--- config.mk ---
export PLATFORM = sky130hd
export DESIGN_NAME = movseq_top
export DESIGN_NICKNAME = d
export VERILOG_FILES = /design/src/rtl/movseq_pkg.sv /design/src/rtl/movseq_phase.sv /design/src/rtl/movseq_bank.sv /design/src/rtl/movseq_pcunit.sv /design/src/rtl/movseq_top.sv
export SDC_FILE = /design/constraint.sdc
export NUM_CORES = 2
export LEC_CHECK = 0
export BUFFER_PORTS_ARGS = -buffer_cell sky130_fd_sc_hd__buf_2
export CAP_MARGIN = 25
export CORE_MARGIN = 5
export CORE_UTILIZATION = 65
export CTS_BUF_LIST = sky130_fd_sc_hd__clkbuf_8
export DETAILED_ROUTE_END_ITERATION = 12
export PLACE_DENSITY = 0.81
export SLEW_MARGIN = 40
export SYNTH_ARGS = -nofsm -noshare
export SYNTH_HDL_FRONTEND = slang
export SYNTH_HIERARCHICAL = 1
export SYNTH_MEMORY_MAX_BITS = 65536
export SYNTH_SLANG_ARGS = --single-unit
export TNS_END_PERCENT = 100
--- constraint.sdc ---
create_clock -name clk -period 3.7 [get_ports clk]
set_input_delay 0.37 -clock clk [delete_from_list [all_inputs] [get_ports clk]]
set_output_delay 0.37 -clock clk [all_outputs]
set_load 0.1 [all_outputs]
--- src/rtl/movseq_pkg.sv ---
package movseq_pkg;

  typedef enum logic {
    HALF_FIRST  = 1'b0,
    HALF_SECOND = 1'b1
  } half_e;

  localparam int unsigned NUM_BANK = 2;
  localparam int unsigned NUM_PC   = 2;
  localparam int unsigned PC_SYS   = 1;

endpackage

--- src/rtl/movseq_phase.sv ---
module movseq_phase
  import movseq_pkg::*;
(
  input  logic  clk,
  input  logic  rst_ni,
  output half_e phase_o,
  output logic  vld_o
);

  half_e phase_q, phase_d;
  logic  vld_q, vld_d;

  always_comb begin
    phase_d = (phase_q == HALF_FIRST) ? HALF_SECOND : HALF_FIRST;
    vld_d   = 1'b1;
  end

  always_ff @(posedge clk or negedge rst_ni) begin
    if (!rst_ni) begin
      phase_q <= HALF_SECOND;
      vld_q   <= 1'b0;
    end else begin
      phase_q <= phase_d;
      vld_q   <= vld_d;
    end
  end

  assign phase_o = phase_q;
  assign vld_o   = vld_q;

endmodule

--- src/rtl/movseq_bank.sv ---
module movseq_bank #(
  parameter int unsigned ADDR_W = 6,
  parameter int unsigned WORD_W = 33
) (
  input  logic              clk,
  input  logic              rst_ni,
  input  logic              wr_en,
  input  logic [ADDR_W-1:0] wr_addr,
  input  logic [WORD_W-1:0] wr_data,
  input  logic              rd_en,
  input  logic [ADDR_W-1:0] rd_addr,
  output logic [WORD_W-1:0] rd_q
);

  localparam int unsigned DEPTH = 1 << ADDR_W;

  logic [WORD_W-1:0] mem_q [DEPTH];
  logic [WORD_W-1:0] rd_d;
  logic [WORD_W-1:0] rd_word_q;

  // storage array: no reset, loaded through the write port
  always_ff @(posedge clk) begin
    if (wr_en) begin
      mem_q[wr_addr] <= wr_data;
    end
  end

  always_comb begin
    rd_d = mem_q[rd_addr];
  end

  always_ff @(posedge clk or negedge rst_ni) begin
    if (!rst_ni) begin
      rd_word_q <= '0;
    end else if (rd_en) begin
      rd_word_q <= rd_d;
    end
  end

  assign rd_q = rd_word_q;

endmodule

--- src/rtl/movseq_pcunit.sv ---
module movseq_pcunit
  import movseq_pkg::*;
#(
  parameter int unsigned PA_W   = 6,
  parameter int unsigned DATA_W = 16
) (
  input  logic              clk,
  input  logic              rst_ni,
  input  logic              cyc_start,
  input  logic              sys_mode,
  input  logic [PA_W-1:0]   norm_base,
  input  logic              pcw_valid,
  input  logic [DATA_W-1:0] pcw_data,
  output logic [PA_W-1:0]   pc_fetch,
  output logic [DATA_W-1:0] pc_rdata,
  output logic              pcw_err
);

  logic [PA_W-1:0] pc_q [NUM_PC];
  logic [PA_W-1:0] tgt;
  logic            take;
  logic            drop;
  logic            err_q, err_d;
  logic            unused_mid_bits;

  assign unused_mid_bits = ^pcw_data[DATA_W-2:PA_W];

  always_comb begin
    take = pcw_valid && !cyc_start && !pcw_data[DATA_W-1];
    drop = pcw_valid && cyc_start;
    tgt  = pcw_data[PA_W-1:0] + (sys_mode ? '0 : norm_base);
  end

  for (genvar m = 0; m < NUM_PC; m++) begin : g_pc
    logic            sel;
    logic            en;
    logic [PA_W-1:0] nxt;

    always_comb begin
      sel = (sys_mode == (m == PC_SYS));
      en  = sel && (cyc_start || take);
      nxt = cyc_start ? pc_q[m] + 1'b1 : tgt;
    end

    always_ff @(posedge clk or negedge rst_ni) begin
      if (!rst_ni) begin
        pc_q[m] <= '0;
      end else if (en) begin
        pc_q[m] <= nxt;
      end
    end
  end

  always_comb begin
    err_d = err_q || drop;
  end

  always_ff @(posedge clk or negedge rst_ni) begin
    if (!rst_ni) begin
      err_q <= 1'b0;
    end else begin
      err_q <= err_d;
    end
  end

  assign pc_fetch = sys_mode ? pc_q[PC_SYS] : pc_q[1-PC_SYS];
  assign pc_rdata = {{(DATA_W-PA_W){1'b0}}, pc_fetch};
  assign pcw_err  = err_q;

endmodule

--- src/rtl/movseq_top.sv ---
module movseq_top
  import movseq_pkg::*;
#(
  parameter int unsigned PA_W   = 6,
  parameter int unsigned AW     = 16,
  parameter int unsigned DATA_W = 16
) (
  input  logic              clk,
  input  logic              rst_n,
  input  logic              sys_mode,
  input  logic [PA_W-1:0]   norm_base,
  input  logic              pcw_valid,
  input  logic [DATA_W-1:0] pcw_data,
  output logic [DATA_W-1:0] pc_rdata,
  output logic              pcw_err,
  input  logic              prog_we,
  input  logic              prog_bank,
  input  logic [PA_W-1:0]   prog_addr,
  input  logic [2*AW:0]     prog_wdata,
  output logic              bus_vld,
  output logic              bus_half,
  output logic              bus_dir,
  output logic [AW-1:0]     bus_left,
  output logic [AW-1:0]     bus_right
);

  localparam int unsigned WORD_W = 2 * AW + 1;

  // reset: asserted asynchronously, released on the clock
  logic rst_meta_q;
  logic rst_sync_n;

  always_ff @(posedge clk or negedge rst_n) begin
    if (!rst_n) begin
      rst_meta_q <= 1'b0;
      rst_sync_n <= 1'b0;
    end else begin
      rst_meta_q <= 1'b1;
      rst_sync_n <= rst_meta_q;
    end
  end

  half_e           phase;
  logic            cyc_start;
  logic [PA_W-1:0] pc_fetch;
  logic [PA_W-1:0] pres_q, pres_d;
  logic [WORD_W-1:0] bank_q [NUM_BANK];
  logic [WORD_W-1:0] word;

  movseq_phase u_phase (
    .clk     (clk),
    .rst_ni  (rst_sync_n),
    .phase_o (phase),
    .vld_o   (bus_vld)
  );

  assign cyc_start = (phase == HALF_SECOND);

  movseq_pcunit #(
    .PA_W   (PA_W),
    .DATA_W (DATA_W)
  ) u_pc (
    .clk       (clk),
    .rst_ni    (rst_sync_n),
    .cyc_start (cyc_start),
    .sys_mode  (sys_mode),
    .norm_base (norm_base),
    .pcw_valid (pcw_valid),
    .pcw_data  (pcw_data),
    .pc_fetch  (pc_fetch),
    .pc_rdata  (pc_rdata),
    .pcw_err   (pcw_err)
  );

  // pair being presented; captured as a new whole cycle begins
  always_comb begin
    pres_d = pc_fetch;
  end

  always_ff @(posedge clk or negedge rst_sync_n) begin
    if (!rst_sync_n) begin
      pres_q <= '0;
    end else if (cyc_start) begin
      pres_q <= pres_d;
    end
  end

  for (genvar b = 0; b < NUM_BANK; b++) begin : g_bank
    logic            rd_en;
    logic [PA_W-1:0] rd_addr;
    logic            wr_en;

    always_comb begin
      wr_en = prog_we && (prog_bank == b[0]);
      if (b == 0) begin
        rd_en   = cyc_start;
        rd_addr = pc_fetch;
      end else begin
        rd_en   = !cyc_start;
        rd_addr = pres_q;
      end
    end

    movseq_bank #(
      .ADDR_W (PA_W),
      .WORD_W (WORD_W)
    ) u_bank (
      .clk     (clk),
      .rst_ni  (rst_sync_n),
      .wr_en   (wr_en),
      .wr_addr (prog_addr),
      .wr_data (prog_wdata),
      .rd_en   (rd_en),
      .rd_addr (rd_addr),
      .rd_q    (bank_q[b])
    );
  end

  assign word      = (phase == HALF_FIRST) ? bank_q[0] : bank_q[1];
  assign bus_half  = phase;
  assign bus_dir   = word[2*AW];
  assign bus_left  = word[2*AW-1:AW];
  assign bus_right = word[AW-1:0];

endmodule

==> Word level (Yosys, flattened, before mapping) <==
Memory sizes are Yosys's and may differ from the RTL's. A register that Yosys moved wholly into a read port is not among the register bits.
Index checks and enable logic that the tools add are counted.
{ "classes": {"n_addsub": 3, "multipliers": 0, "n_div": 0, "order_cmp": 0, "n_eq_ne": 0, "n_shift": 0, "n_mux": 10, "bitwise": 2, "reduce_logical": 14} }
{ "ops": {"columns": ["op", "count"], "rows": [
  ["2-to-1 mux 33 bit", 1],
  ["2-to-1 mux 6 bit", 4],
  ["adder 6 x 1 -> 6 bit (second input constant)", 2],
  ["logical AND 1 bit", 7],
  ["adder 6 bit", 1],
  ["logical NOT 1 bit", 5],
  ["2-to-1 mux 1 bit", 5],
  ["logical OR 1 bit", 2],
  ["NOT 1 bit", 2]
]} }
{ "word_totals": {"ff_bits": 23, "latch_bits": 0, "ram_bits": 4224, "mem_bits_ro": 0, "output_inout_bits": 52, "elab_cells": 39, "mem_count": 2} }
{ "mem_list": {"columns": ["memory", "words", "width", "rd", "rd_ports_with_merged_regs", "wr", "line", "text"], "rows": [
  ["g_bank[0].u_bank.mem_q", 64, 33, 1, 1, 1, "movseq_bank.sv:17", "logic [WORD_W-1:0] mem_q [DEPTH];"],
  ["g_bank[1].u_bank.mem_q", 64, 33, 1, 1, 1, "movseq_bank.sv:17", null]
]} }

==> Logic depth before layout (Yosys ltp) <==
{ "depth": {"ltp_word": 5, "depth_mapped": 13} }

==> By module <==
Netlist, hierarchy kept.
{ "modules_own_cells": {"columns": ["mod", "n_inst", "cells_each", "area_each_um2"], "rows": [
  ["movseq_bank", 2, 4003, 82384.0],
  ["movseq_pcunit", 1, 137, 1192.4],
  ["movseq_top", 1, 55, 704.4],
  ["movseq_phase", 1, 4, 58.8]
]} }

==> Worst setup path before layout <==
Ideal clock, no wire load.
{ "synth_timing": {"kind": "input-to-reg", "start": "in prog_we", "end": "mem g_bank[0].u_bank.mem_q[48][0], enable pin", "setup_ps": 464, "arrival_ps": 3408, "t_required_ps": 3236, "setup_slack_ps": -172, "stages": 4, "cell_sequence": "nor2b_1 -> nand3_1 -> or3_1 -> nor3_1"} }
{ "synth_via": {"elab_chain_len": 3} }
{ "synth_rtl": {"columns": ["element", "line", "text"], "rows": [
  ["start: declaration", "movseq_top.sv:16", "input logic prog_we,"],
  ["logical AND 1 bit", "movseq_top.sv:94", "wr_en = prog_we && (prog_bank == b[0]);"],
  ["2-to-1 mux 1 bit", "movseq_bank.sv:23", "if (wr_en) begin"],
  ["2-to-1 mux 1 bit (not written as such)", "movseq_bank.sv:24", "mem_q[wr_addr] <= wr_data;"],
  ["end: declaration", "movseq_bank.sv:17", null]
]} }
No other way between the ends.

==> Worst setup path in the final report <==
{ "layout_timing": {"start": "reg u_phase.phase_q (netlist: u_phase/phase_o)", "end": "out bus_right[10]"} }
{ "layout_via": {"elab_chain_len": 1} }
{ "layout_rtl": {"columns": ["element", "line", "text"], "rows": [
  ["start: declaration", "movseq_phase.sv:10", "half_e phase_q, phase_d;"],
  ["start signal: assignment", "movseq_phase.sv:23", "phase_q <= phase_d;"],
  ["2-to-1 mux 33 bit", "movseq_top.sv:119", "assign word = (phase == HALF_FIRST) ? bank_q[0] : bank_q[1];"],
  ["end: declaration", "movseq_top.sv:24", "output logic [AW-1:0] bus_right"]
]} }
No other way between the ends.

==> run metrics <==
critical path's slowest cell dfstp_4; grt ovf 0; worst slew pin tran between 0.9 and 1 ns; clk root buf clkbuf_8; RSZ-0062 raised after global routing no; VDD IR-drop max between 0.0005 and 0.0006 V; vias per inst between 6 and 7; crit path max fanout 48; ratio of cells with drive above 1 in the final layout a little over a quarter; crit path cell chain buf_12 > buf_4 > mux2_2 > buf_2; # rows approximately 190; Clock Path Buffers 4; Pre-antenna DRT Iters 6; final number of hold-violating endpoints 0; syn avg cell area just over 20 sq um; WP data required roughly 3.3 ns; Power per Cell Area 644 mW/mm^2; Hold Startpoint pcw_valid; post-synthesis async set-or-reset flop share slightly above 2%; hold endpoint u_pc/pcw_err$_DFF_PN0_; Final min period 3.66 ns; Die X around 520 um; first-pass GRT wire length 612000 um; antenna viol nets, final 0; clk slew on worst S/H paths ~0.06 ns; Area Growth Syn to Fin 13.0%; Critical Path Source Type flop; total CTS buffers 648; MaxCap Viol Count 0; final setup vio count 0; antenna violations before repair 32; Slew Viols, Final 0; Yosys Warn Count 6; core area about 0.26 sq mm; Seq/Total Area, Yosys slightly below 80%; reg2reg setup slack approximately 0.037 ns; wire length per cell about 33 um; largest net degree at the start of global routing between 100 and 150; worst skew pair latency 1.06 ns; crit path buf inv count 3; CTS sink cnt 4313; CTS H-Tree Depth 6; max frequency 0.273 GHz; Chip Height between 500 and 600 um; post-synthesis cell count around 8000; final net count between 9000 and 10000; Seq cells post-synth around 4300; final RePlAce weighted congestion around 0.92; TNS Setup 0 ns; number of enable flip-flop cells after synthesis around 4200; Setup WS post-layout between 0.03 and 0.04 ns; FF-to-FF path depth 7; vias in the first global route 89400; drt total wl between 400000 and 500000 um; CP arrival 3.29 ns; # Post-CTS Setup Buffers 0; initial DRC count between 10000 and 15000; CP top delay family buffers and inverters; GRT Total Usage between 30% and 40%; Die ar. roughly 0.27 sq mm; Setup WS pre-CTS 0.199 ns; Worst Hold Path Cells 3; vias ~89000; Synth cell types 60; Slew HR roughly two fifths; Initial Utilization approximately two thirds; period utilization slightly below 100%; post-synth design cell area 0.167 sq mm; crit end category primary output; Top Ports around 120; RR Endpoint g_bank[1].u_bank/rd_q[9]$_DFFE_PN0P_; clk_skew roughly 0.05 ns; Pleak 63.3 nW; IO Port Bufs approximately 100; critical path class flop to primary output; hpwl dp roughly 250000 um; status finished clean; hold crit path type primary input to flop; Top FF cell, synth edfxtp_1; CTS tree done; CP max stage delay a little over 0.8 ns; RR Startpoint g_bank[1].rd_addr[0]$_DFFE_PN0P_; drt drc 0
==> metal layers <==
metal | GRT usage, % | wire [um]
met5 | 0 | 43
met4 | 14.5 | 19800
met3 | 8.99 | 61600
met2 | 48.3 | 198000
met1 | 44.7 | 146000
==> stage by stage <==
stage	hold WS [ns]	std cells	cell area, sq um	total power [mW]	utilization (%)
5_1_grt	0.126	13000	188000	125	73.6
3_5_place_dp	0.157	11800	176000	85.8	68.7
6_report	0.118	13000	188000	121	73.6
2_1_floorplan	0.0744	8211	167000	74.5	-
4_1_cts	0.0300	12900	188000	121	73.5
3_3_place_gp	0.156	11800	176000	85.1	68.7
==> area by class of cell <==
cell class | count | area [sq um]
multi-input cells | 3395 | 36200
repair buffers | 708 | 7070
flip-flops and latches | 4313 | 129000
fillers | 13300 | 67600
diodes | 32 | 80.1
inverters | 7 | 26.3
well taps | 3384 | 4230
clock buffers | 687 | 9460
clock inverters | 453 | 2220
==> cell families after synthesis <==
kind of cell	share of synthesized area (%)
xor+xnor	0.0263
mux	15.0
simple gates	2.78
buf+inv	1.53
fa+ha+maj	0.0645
compound gates	3.22
flops	77.4
other cells	0.00675
==> report_power, final <==
| part | switching [mW] | internal, mW | leakage [nW] |
|---|---|---|---|
| clock network | 17.6 | 17.9 | 6.77 |
| logic | 18.4 | 12.0 | 17.5 |
| registers | 1.14 | 54.2 | 39.1 |
| total | 37.2 | 84.2 | 63.3 |
==> placed cells by master, fill, tap and decap left out, types with 8 or more instances in the layout <==
cell type	n
a211oi_1	129
a21oi_1	203
a221oi_1	68
buf_12	133
buf_2	65
buf_4	443
buf_6	13
bufinv_16	11
clkbuf_8	687
clkinv_1	134
clkinv_2	71
clkinvlp_4	15
conb_1	12
dfrtp_1	83
diode_2	32
dlygate4sd3_1	50
edfxtp_1	4224
inv_1	215
inv_6	8
mux2_2	239
mux2i_1	728
mux4_2	662
nand2_1	20
nand2b_1	11
nand3_1	84
nor2_1	280
nor2_4	123
nor2b_1	208
nor4_1	127
o21ai_0	69
o221ai_1	68
o22ai_1	262
==> synthesized netlist by cell type (11+ instances only) <==
master | instances | area share (%)
clkbuf_1 | 172 | 0.39
a221oi_1 | 68 | 0.36
nor4_1 | 128 | 0.48
buf_6 | 28 | 0.19
a211oi_1 | 129 | 0.58
buf_2 | 208 | 0.62
o21ai_0 | 70 | 0.21
dfrtp_1 | 88 | 1.3
o22ai_1 | 262 | 0.98
buf_1 | 31 | 0.070
edfxtp_1 | 4224 | 76
nand2b_1 | 11 | 0.041
a21oi_1 | 203 | 0.61
nand3_1 | 84 | 0.25
nor2_1 | 404 | 0.91
nand2_1 | 21 | 0.047
mux4_2 | 662 | 8.9
buf_4 | 50 | 0.23
nor2b_1 | 212 | 0.80
mux2_2 | 243 | 1.6
mux2i_1 | 728 | 4.4
o221ai_1 | 68 | 0.36
==> worst reg2reg max path, delay by kind of cell (launching register included) <==
| kind | cells | cell delay, ns |
|---|---|---|
| AO/OA/AOI/OAI | 3 | 0.88 |
| AND/OR/NAND/NOR | 3 | 1.53 |
| flip-flops | 1 | 0.80 |
| buffers and inverters | 1 | 0.25 |
==> registers in the layout (all words and copies together), names as in the netlist <==
| name | count |
|---|---|
| g_bank.rd_addr | 6 |
| g_bank.u_bank/mem_q | 4224 |
| g_bank.u_bank/rd_q | 66 |
| rst_meta_q | 1 |
| rst_sync_n | 1 |
| u_pc/pc_q | 12 |
| u_pc/pcw_err | 1 |
| u_phase/phase_o | 1 |
| u_phase/vld_o | 1 |
==> timing repair <==
action | in CTS | in global routing
resized for setup | 1 | 1
endpoints found under the hold margin | 1950 | 0
hold buffers | 50 | 0
endpoints found under the setup margin | 1 | 1
==> how the worst max path moves through the flow <==
stage | start | to | cells past startpoint
6_report | u_phase/phase_o$_DFF_PN1_ | bus_right[10] | 4
5_1_grt | u_phase/phase_o$_DFF_PN1_ | bus_right[10] | 4
4_1_cts | u_phase/phase_o$_DFF_PN1_ | bus_right[10] | 4
3_5_place_dp | sys_mode | g_bank[0].u_bank/rd_q[18]$_DFFE_PN0P_ | 11
3_3_place_gp | sys_mode | g_bank[0].u_bank/rd_q[18]$_DFFE_PN0P_ | 10
2_1_floorplan | prog_we | g_bank[0].u_bank/mem_q[49][0]$_DFFE_PP_ | 5
No activity file was read; power rests on OpenSTA's default activity.
